===== src/rtl/phy_scan_pkg.sv =====
package phy_scan_pkg;

    localparam int PHY_W = 5;
    localparam int REG_W = 5;

    // Who owns the frame engine right now
    typedef enum logic [1:0] {
        SRC_NONE = 2'd0,
        SRC_SCAN = 2'd1,
        SRC_USER = 2'd2
    } src_e;

    // Command header carried to the frame engine
    typedef struct packed {
        logic             wr;
        logic [PHY_W-1:0] phy;
        logic [REG_W-1:0] regad;
    } cmd_t;

    function automatic cmd_t scan_cmd(logic [PHY_W-1:0] phy, logic [REG_W-1:0] regad);
        cmd_t c;
        c.wr    = 1'b0;
        c.phy   = phy;
        c.regad = regad;
        return c;
    endfunction

endpackage


===== src/rtl/scan_addr_ctr.sv =====
module scan_addr_ctr #(
    parameter int NUM_ADDR = 32,
    localparam int AW = $clog2(NUM_ADDR)
) (
    input  logic          clk,
    input  logic          rst,
    input  logic          step,
    output logic [AW-1:0] addr
);

    localparam logic [AW-1:0] LAST = AW'(NUM_ADDR - 1);

    always_ff @(posedge clk) begin
        if (rst) begin
            addr <= '0;
        end else if (step) begin
            addr <= (addr == LAST) ? '0 : addr + 1'b1;
        end
    end

endmodule


===== src/rtl/live_bitmap.sv =====
module live_bitmap #(
    parameter int NUM_ADDR = 32,
    localparam int AW = $clog2(NUM_ADDR)
) (
    input  logic                clk,
    input  logic                rst,
    input  logic                upd,
    input  logic [AW-1:0]       idx,
    input  logic                hit,
    output logic [NUM_ADDR-1:0] bits
);

    for (genvar i = 0; i < NUM_ADDR; i++) begin : g_bit
        always_ff @(posedge clk) begin
            if (rst) begin
                bits[i] <= 1'b0;
            end else if (upd && idx == AW'(i)) begin
                bits[i] <= hit;
            end
        end
    end

endmodule


===== src/rtl/bus_arbiter.sv =====
module bus_arbiter
    import phy_scan_pkg::*;
#(
    parameter int NUM_ADDR = 32,
    parameter int DATA_W = 16,
    parameter logic [REG_W-1:0] SCAN_REG = 5'd1,
    localparam int AW = $clog2(NUM_ADDR)
) (
    input  logic              clk,
    input  logic              rst,
    input  logic              enable,
    input  logic              usr_req,
    input  cmd_t              usr_cmd,
    input  logic [DATA_W-1:0] usr_wdata,
    input  logic [AW-1:0]     scan_addr,
    input  logic              fe_done,
    output logic              fe_start,
    output cmd_t              fe_cmd,
    output logic [DATA_W-1:0] fe_wdata,
    output logic              usr_grant,
    output src_e              owner
);

    always_ff @(posedge clk) begin
        if (rst) begin
            owner     <= SRC_NONE;
            fe_start  <= 1'b0;
            usr_grant <= 1'b0;
            fe_cmd    <= '0;
            fe_wdata  <= '0;
        end else begin
            fe_start  <= 1'b0;
            usr_grant <= 1'b0;
            case (owner)
                SRC_NONE: begin
                    if (enable) begin
                        fe_start <= 1'b1;
                        if (usr_req) begin
                            // software wins whenever the bus is free
                            owner     <= SRC_USER;
                            fe_cmd    <= usr_cmd;
                            fe_wdata  <= usr_wdata;
                            usr_grant <= 1'b1;
                        end else begin
                            owner    <= SRC_SCAN;
                            fe_cmd   <= scan_cmd(PHY_W'(scan_addr), SCAN_REG);
                            fe_wdata <= '0;
                        end
                    end
                end
                default: begin
                    // non-preemptive: hold until the frame engine finishes
                    if (fe_done) begin
                        owner <= SRC_NONE;
                    end
                end
            endcase
        end
    end

endmodule


===== src/rtl/phy_scan_engine.sv =====
module phy_scan_engine
    import phy_scan_pkg::*;
#(
    parameter int NUM_ADDR = 32,
    parameter int DATA_W = 16,
    parameter logic [4:0] SCAN_REG = 5'd1,
    localparam int AW = $clog2(NUM_ADDR)
) (
    input  logic                clk,
    input  logic                rst,
    input  logic                enable,
    input  logic                usr_req,
    input  logic                usr_write,
    input  logic [4:0]          usr_phy,
    input  logic [4:0]          usr_reg,
    input  logic [DATA_W-1:0]   usr_wdata,
    output logic                usr_grant,
    output logic                usr_done,
    output logic                usr_ack,
    output logic [DATA_W-1:0]   usr_rdata,
    output logic                fe_start,
    output logic                fe_write,
    output logic [4:0]          fe_phy,
    output logic [4:0]          fe_reg,
    output logic [DATA_W-1:0]   fe_wdata,
    input  logic                fe_done,
    input  logic                fe_ack,
    input  logic [DATA_W-1:0]   fe_rdata,
    output logic [NUM_ADDR-1:0] live_map,
    output logic                scan_resp,
    output logic [AW-1:0]       scan_resp_addr,
    output logic                idle
);

    cmd_t          usr_cmd;
    cmd_t          fe_cmd;
    src_e          owner;
    logic [AW-1:0] scan_addr;
    logic          scan_fin;
    logic          user_fin;

    assign usr_cmd  = '{wr: usr_write, phy: usr_phy, regad: usr_reg};
    assign fe_write = fe_cmd.wr;
    assign fe_phy   = fe_cmd.phy;
    assign fe_reg   = fe_cmd.regad;

    assign scan_fin = fe_done && (owner == SRC_SCAN);
    assign user_fin = fe_done && (owner == SRC_USER);
    assign idle     = (owner == SRC_NONE) && !enable;

    bus_arbiter #(
        .NUM_ADDR (NUM_ADDR),
        .DATA_W   (DATA_W),
        .SCAN_REG (SCAN_REG)
    ) u_arb (
        .clk       (clk),
        .rst       (rst),
        .enable    (enable),
        .usr_req   (usr_req),
        .usr_cmd   (usr_cmd),
        .usr_wdata (usr_wdata),
        .scan_addr (scan_addr),
        .fe_done   (fe_done),
        .fe_start  (fe_start),
        .fe_cmd    (fe_cmd),
        .fe_wdata  (fe_wdata),
        .usr_grant (usr_grant),
        .owner     (owner)
    );

    // position advances only after its own read finishes
    scan_addr_ctr #(.NUM_ADDR(NUM_ADDR)) u_ctr (
        .clk  (clk),
        .rst  (rst),
        .step (scan_fin),
        .addr (scan_addr)
    );

    live_bitmap #(.NUM_ADDR(NUM_ADDR)) u_map (
        .clk  (clk),
        .rst  (rst),
        .upd  (scan_fin),
        .idx  (scan_addr),
        .hit  (fe_ack),
        .bits (live_map)
    );

    always_ff @(posedge clk) begin
        if (rst) begin
            usr_done       <= 1'b0;
            usr_ack        <= 1'b0;
            usr_rdata      <= '0;
            scan_resp      <= 1'b0;
            scan_resp_addr <= '0;
        end else begin
            usr_done  <= user_fin;
            scan_resp <= scan_fin && fe_ack;
            if (user_fin) begin
                usr_ack   <= fe_ack;
                usr_rdata <= fe_rdata;
            end
            if (scan_fin) begin
                scan_resp_addr <= scan_addr;
            end
        end
    end

endmodule


===== config.mk =====
export PLATFORM = sky130hd
export DESIGN_NAME = phy_scan_engine
export DESIGN_NICKNAME = d
export VERILOG_FILES = /design/src/rtl/phy_scan_pkg.sv /design/src/rtl/scan_addr_ctr.sv /design/src/rtl/live_bitmap.sv /design/src/rtl/bus_arbiter.sv /design/src/rtl/phy_scan_engine.sv
export SDC_FILE = /design/constraint.sdc
export NUM_CORES = 1
export LEC_CHECK = 0
export BUFFER_PORTS_ARGS = -buffer_cell sky130_fd_sc_hd__buf_2
export CAP_MARGIN = 15
export CORE_ASPECT_RATIO = 1.5
export CORE_UTILIZATION = 40
export CTS_BUF_LIST = sky130_fd_sc_hd__clkbuf_16
export CTS_CLUSTER_DIAMETER = 80
export DETAILED_ROUTE_END_ITERATION = 7
export GPL_TIMING_DRIVEN = 0
export HOLD_SLACK_MARGIN = 0.1
export PLACE_DENSITY = 0.68
export RECOVER_POWER = 100
export SYNTH_ARGS = -nofsm -noshare
export SYNTH_HDL_FRONTEND = slang
export SYNTH_SLANG_ARGS = --single-unit

===== constraint.sdc =====
create_clock -name clk -period 2.25 [get_ports clk]
set_input_delay 0 -clock clk [delete_from_list [all_inputs] [get_ports clk]]
set_output_delay 0 -clock clk [all_outputs]
set_load 0.02 [all_outputs]

==> metrics.cfg, run 1 <==
[status]
status=finished, final reports clean

[placed_design]
gp_congestion=0.763
hpwl_mm=6.39
io_buffer_count=131

[worst_hold_path]
hp-class=in2reg
min_from=enable

[setup_path]
crit_path_top_delay_cell=or4_1
path_cells=ha_1 -> and3_1 -> ha_1 -> or4_1 -> a21oi_1
path_buf_inv=0
timing.rr.start=u_ctr.addr[0]
crit_arrival_ns=2.19
crit_family=simple AND/OR/NAND/NOR gates
crit_start=u_ctr.addr[0]
critPathKind=reg2reg
cp-start-kind=register
slowest_delay_ns=0.52
cp.required_ns=2.50
crit_fanout=9
end_kind=register
cpMostUsedCell=ha_1

[clocking]
clk_path_buf_depth=2
worstSkewPairLatency_ns=0.33
h-tree-depth=3
cts_setup_buffers=0
numCtsBuffers=9
clock_sinks=92
cts_resized=0
ctsHoldBuffers=45
cts.clk_slew.worst_paths_ns=0.06
tritoncts=yes
cts_root_buf=clkbuf_16

[yosys]
synth_most_common_cell=dfxtp_1
synth-seq-area-share_pct=50.2
syn_avg_cell_area_um2=9.53
ys_async_sr_fraction_pct=0
ys_ff_latch=92
syn-num-nets=441
synth_top_area_share_pct=50.2
syn-cell-area_um2=3670
synth_top_cell_by_area=dfxtp_1
synth.top_cells.by_count=dfxtp_1, nand2_1, mux2i_1
synthFlopType=dfxtp_1
syn_inst=385
ys_warn_count=0
synth_edf_count=0
yosysUniqueCellTypes=35
synthTopCellsByArea=dfxtp_1, mux2i_1, nand2_1

[timing]
grt_setup_unrepaired=no
setup-tns-final_ns=0
fin_crit_ns=1.94
finalCritPeriodShare_pct=86.1
slew_viol_final=0
max-slew-margin-rel_pct=47.5
setup_violations=0
worst_pin_slew_ns=0.777
finalClockSkew_ns=0.00574
fmax_mhz=516
finalHoldViolCount=0

[grt]
grt_pass1_vias=3310
grt_usage_pct=20.9
grt_max_degree=15
grt.overflow.total=0
antenna_found_initial=0
grt_pass1_wl_mm=15.5

[pwr]
ir_drop_v=0.000560
p_per_area_nw_per_um2=708
p_leak_uw=0.00213

[floorplan]
rows=42
pin_count=135
die-area_um2=9570
core_area_um2=8880
die_height_um=119
start_util_pct=41.3
die_x_um=80.2

[detailed_routing]
drc=0
vias=3328
viasPerCell=4.84
ant_nets=0
first_pass_iters=4
wire_per_inst_um=14.1
wl_mm=9.72
drt-initial-drc-count=103

[finish]
diodes=0
post-route-util_pct=57.2
area_growth_pct=38.5
nets=628
drive_above_1_share_pct=12.5

[run]
drv_cap=0

power by group:
group | total (uW) | internal, uW | switching, uW
Clock | 1560 | 959 | 597
Sequential | 1690 | 1670 | 24.7
Combinational | 347 | 157 | 189
stage by stage:
| stage | total power [uW] | setup slack [ns] | std cells | instance area [um2] | hold WS (ns) |
|---|---|---|---|---|---|
| 2_1_floorplan | 1910 | 0.558 | 385 | 3670 | 0.0795 |
| 3_3_place_gp | 2020 | 0.378 | 626 | 4460 | 0.218 |
| 3_5_place_dp | 2030 | 0.334 | 626 | 4460 | 0.221 |
| 4_1_cts | 3650 | 0.316 | 687 | 5220 | 0.104 |
| 5_1_grt | 3750 | 0.154 | 687 | 5080 | 0.195 |
| 6_report | 3600 | 0.313 | 687 | 5080 | 0.165 |
area by class of cell:
class	count	area (um2)
Buffer	33	144
Fill cell	857	3800
Tap cell	110	138
Clock inverter	7	82.6
Inverter	6	22.5
Timing Repair Buffer	176	998
Clock buffer	9	225
Sequential cell	92	1840
Multi-Input combinational cell	254	1630
logic make-up after synthesis:
family                     Yosys count  share of synthesized area (%)
and+or+nand+nor                    149                           21.8
DFF                                 92                           50.2
AOI/OAI and AO/OA                   63                           11.4
buffers and inverters               39                           4.67
muxes                               35                           9.55
adders and majority gates            7                           2.39
worst min-delay path, stage by stage:
cell and delay, ns:
buf_2 0.11, nor3b_1 0.19, nand2b_1 0.09, a21oi_1 0.06
metal layers:
metal	GRT usage [%]	wire length, um	vias to the layer above
met4	8.71	219	0
met1	23.0	3940	1519
met2	36.8	4990	113
met5	0	0	-
li1	-	-	1676
met3	5.75	565	20
sequential cells by signal, indices dropped and copies added (netlist names):
signal / count
u_map.bits: 32
u_arb.owner: 2
u_arb.fe_start: 1
usr_ack: 1
usr_rdata: 16
scan_resp: 1
u_arb.fe_cmd: 11
u_arb.fe_wdata: 16
usr_done: 1
u_ctr.addr: 5
u_arb.usr_grant: 1
scan_resp_addr: 5
path summary, 6_finish.rpt:
kind	to	slack (ns)	cells past startpoint
hold / removal	u_arb.owner[0]	0.17	4
setup reg to reg	u_ctr.addr[3]	0.31	5
setup / recovery	u_ctr.addr[3]	0.31	5
hold reg to reg	usr_rdata[10]	0.45	2
cells in the final DEF (no fill, tap or decap), drive strengths merged, types with 7 or more instances in the layout:
cell type,netlist,final
a21oi,29,29
a22o,21,21
buf,11,52
clkbuf,22,121
dfxtp,92,92
dlygate4sd3,0,45
ha,7,7
inv,6,7
mux2i,35,35
nand2,76,76
nand2b,33,33
nor2,12,12
Note: power is estimated with default switching activity, not from simulation.
==> inputs of run 2 (changes only) <==
CTS_CLUSTER_DIAMETER = default   (was 80)
PLACE_DENSITY = 0.67   (was 0.68)
SYNTH_HIERARCHICAL = 1   (was default)
==> run 2 against run 1 <==
Register-to-register slack better by 0.07 ns. Final cell count rose by 5.5%. Wire length up 6.7%. Via count up 6.6%. Fmax is 2.1% higher. Die area rose by 7.8%. Setup slack improved by 0.040 ns. First-iteration DRC count fell by 12%. Sequential cell count unchanged. Critical path type is now in2reg. Critical endpoint is now scan_resp.
==> metrics.cfg, run 2 <==
[status]
status=finished, final reports clean  ; unchanged

[timing]
finalHoldViolCount=0  ; unchanged
whs_ns=0.167  ; was 0.165 ns
fmax_mhz=527  ; was 516 MHz
max-slew-margin-rel_pct=49.4  ; was 47.5%
grt_setup_unrepaired=no  ; unchanged
fin_ws_ns=0.353  ; was 0.313 ns
worst_pin_slew_ns=0.756  ; was 0.777 ns
setup_violations=0  ; unchanged
fin_crit_ns=1.90  ; was 1.94 ns
finalClockSkew_ns=0.00588  ; was 0.00574 ns
setup-tns-final_ns=0  ; unchanged
slew_viol_final=0  ; unchanged
finalCritPeriodShare_pct=84.3  ; was 86.1%

[clocking]
h-tree-depth=3  ; unchanged
cts_resized=0  ; unchanged
numCtsBuffers=9  ; unchanged
worstSkewPairLatency_ns=0.34  ; was 0.33 ns
cts_root_buf=clkbuf_16  ; unchanged
clk_path_buf_depth=2  ; unchanged
tritoncts=yes  ; unchanged
cts.clk_slew.worst_paths_ns=0.06  ; about the same
clock_sinks=92  ; unchanged

[detailed_routing]
vias=3549  ; was 3328
drc=0  ; unchanged
wl_mm=10.4  ; was 9.72 mm
viasPerCell=4.90  ; was 4.84
drt-initial-drc-count=91  ; was 103
wire_per_inst_um=14.3  ; was 14.1 um
ant_nets=0  ; unchanged
first_pass_iters=4  ; unchanged

[floorplan]
pin_count=135  ; unchanged
core_area_um2=9630  ; was 8880 um2
die-area_um2=10300  ; was 9570 um2
rows=44  ; was 42
die_x_um=83.2  ; was 80.2 um
die_height_um=124  ; was 119 um
start_util_pct=41.1  ; was 41.3%

[setup_path]
crit_arrival_ns=2.12  ; was 2.19 ns
timing.rr.start=u_arb/owner[0]  ; was u_ctr.addr[0]
ff2ff_path_depth=5  ; unchanged
r2r_slack_ns=0.38  ; was 0.31 ns
critPathKind=in2reg  ; was reg2reg
cp-start-kind=primary input  ; was register
r2r-end=u_ctr/addr[3]  ; was u_ctr.addr[3]
cp.required_ns=2.48  ; was 2.50 ns
crit_fanout=15  ; was 9
end_kind=register  ; unchanged

[worst_hold_path]
whs_endpoint=u_arb/fe_cmd[5]  ; was u_arb.owner[0]
min_from=enable  ; unchanged
holdPathStages=4  ; unchanged
hp-class=in2reg  ; unchanged

[grt]
grt_usage_pct=20.1  ; was 20.9%
grt.overflow.total=0  ; unchanged
grt_pass1_vias=3476  ; was 3310
grt_pass1_wl_mm=16.5  ; was 15.5 mm
grt_max_degree=20  ; was 15
antenna_found_initial=0  ; unchanged

[placed_design]
post-place-ws_ns=0.394  ; was 0.334 ns
place_area_um2=4770  ; was 4460 um2
io_buffer_count=134  ; was 131
hpwl_mm=6.90  ; was 6.39 mm
gp_congestion=0.715  ; was 0.763

[yosys]
yosysUniqueCellTypes=40  ; was 35
ys_ff_latch=92  ; unchanged
synth_most_common_cell=dfxtp_1  ; unchanged
syn_inst=412  ; was 385
synth-seq-area-share_pct=46.5  ; was 50.2%
synthFlopType=dfxtp_1  ; unchanged
synth_top_area_share_pct=46.5  ; was 50.2%
synth_top_cell_by_area=dfxtp_1  ; unchanged
ys_warn_count=6  ; was 0
synth.top_cells.by_count=dfxtp_1, nand2b_1, mux2i_1  ; was dfxtp_1, nand2_1, mux2i_1
syn_avg_cell_area_um2=9.61  ; was 9.53 um2
syn-cell-area_um2=3960  ; was 3670 um2
syn-num-nets=463  ; was 441
synth_edf_count=0  ; unchanged
ys_async_sr_fraction_pct=0  ; unchanged
synthTopCellsByArea=dfxtp_1, mux2i_1, nand2b_1  ; was dfxtp_1, mux2i_1, nand2_1

[run]
drv_cap=0  ; unchanged

[pwr]
ir_drop_v=0.000437  ; was 0.000560 V
p_per_area_nw_per_um2=643  ; was 708 nW/um2
p_leak_uw=0.00220  ; was 0.00213 uW

[finish]
area_growth_pct=35.8  ; was 38.5%
nets=656  ; was 628
most-common-layout-cells=clkbuf_1, dfxtp_1, nand2b_1, mux2i_1, buf_2  ; was clkbuf_1, dfxtp_1, nand2_1, buf_2, dlygate4sd3_1
regMostFlops=u_map/bits  ; was u_map.bits
largest_reg_flops=32  ; unchanged
final_common_cell=clkbuf_1  ; unchanged
diodes=0  ; unchanged
reg.largest.list=u_map/bits: 32 flops, u_arb/fe_wdata: 16 flops, usr_rdata: 16 flops  ; was u_map.bits: 32 flops, u_arb.fe_wdata: 16 flops, usr_rdata: 16 flops
drive_above_1_share_pct=13.3  ; was 12.5%
final_area_um2=5380  ; was 5080 um2

## run 2: worst max-delay path: stages
cell	delay, ns
dlygate4sd3_1	0.52
buf_2	0.30
clkbuf_1	0.32
clkbuf_1	0.34
nor3b_1	0.09
dlygate4sd3_1	0.56
## run 2: report_power, final
part | total [uW] | internal [uW] | switching [uW]
registers | 1690 | 1670 | 24.8
logic | 397 | 185 | 212
clock network | 1370 | 740 | 627
## run 2: worst max-delay path by stage
| stage | to | startpoint | slack [ns] | depth (start not counted) |
|---|---|---|---|---|
| floorplan | u_ctr/addr[3] | u_arb/owner[0] | 0.61 | 5 |
| global placement | u_ctr/addr[3] | u_arb/owner[0] | 0.46 | 5 |
| detailed placement | u_ctr/addr[3] | u_arb/owner[0] | 0.39 | 5 |
| CTS | u_ctr/addr[3] | u_arb/owner[0] | 0.39 | 5 |
| global route | scan_resp | rst | 0.18 | 6 |
| finish | scan_resp | rst | 0.35 | 6 |
## run 2: repair_timing
| item | 4_1_cts | 5_1_grt |
|---|---|---|
| hold endpoints to repair | 54 | 0 |
| hold buffers | 48 | 0 |
| buffers inserted | 0 | 0 |
## run 2: area by class of cell
type / instances / area (um2)
fill: 916 / 4260
tap: 115 / 144
sequential: 92 / 1840
timing repair buffer: 182 / 1040
clock inverter: 7 / 43.8
clock buffer: 9 / 225
multi-input combinational: 288 / 1910
buffer: 29 / 158
inverter: 3 / 11.3
## run 2: metrics by stage
stage          power, uW  utilization [%]  std cells
6_report            3460             55.8        725
5_1_grt             3590             55.8        725
4_1_cts             3520             57.3        725
3_5_place_dp        2080             49.6        661
3_3_place_gp        2070             49.6        661
2_1_floorplan       1950                -        412
## run 2: layer usage
layer	up-vias	track usage (%)	share of wire (%)
li1	1773	-	-
met1	1640	22.3	41
met2	105	36.1	52
met3	31	2.65	3.0
met4	0	13.3	4.1
met5	-	0	0
## run 2: logic make-up (layout without fill, tap and decap cells)
kind of cell               Yosys count  count (layout)  synth area share, %
buffers and inverters               32             230                 4.87
muxes                               61              61                 15.4
AOI/OAI and AO/OA                   34              34                 4.93
and+or+nand+nor                    191             191                 27.6
adders and majority gates            2               2                0.632
DFF                                 92              92                 46.5
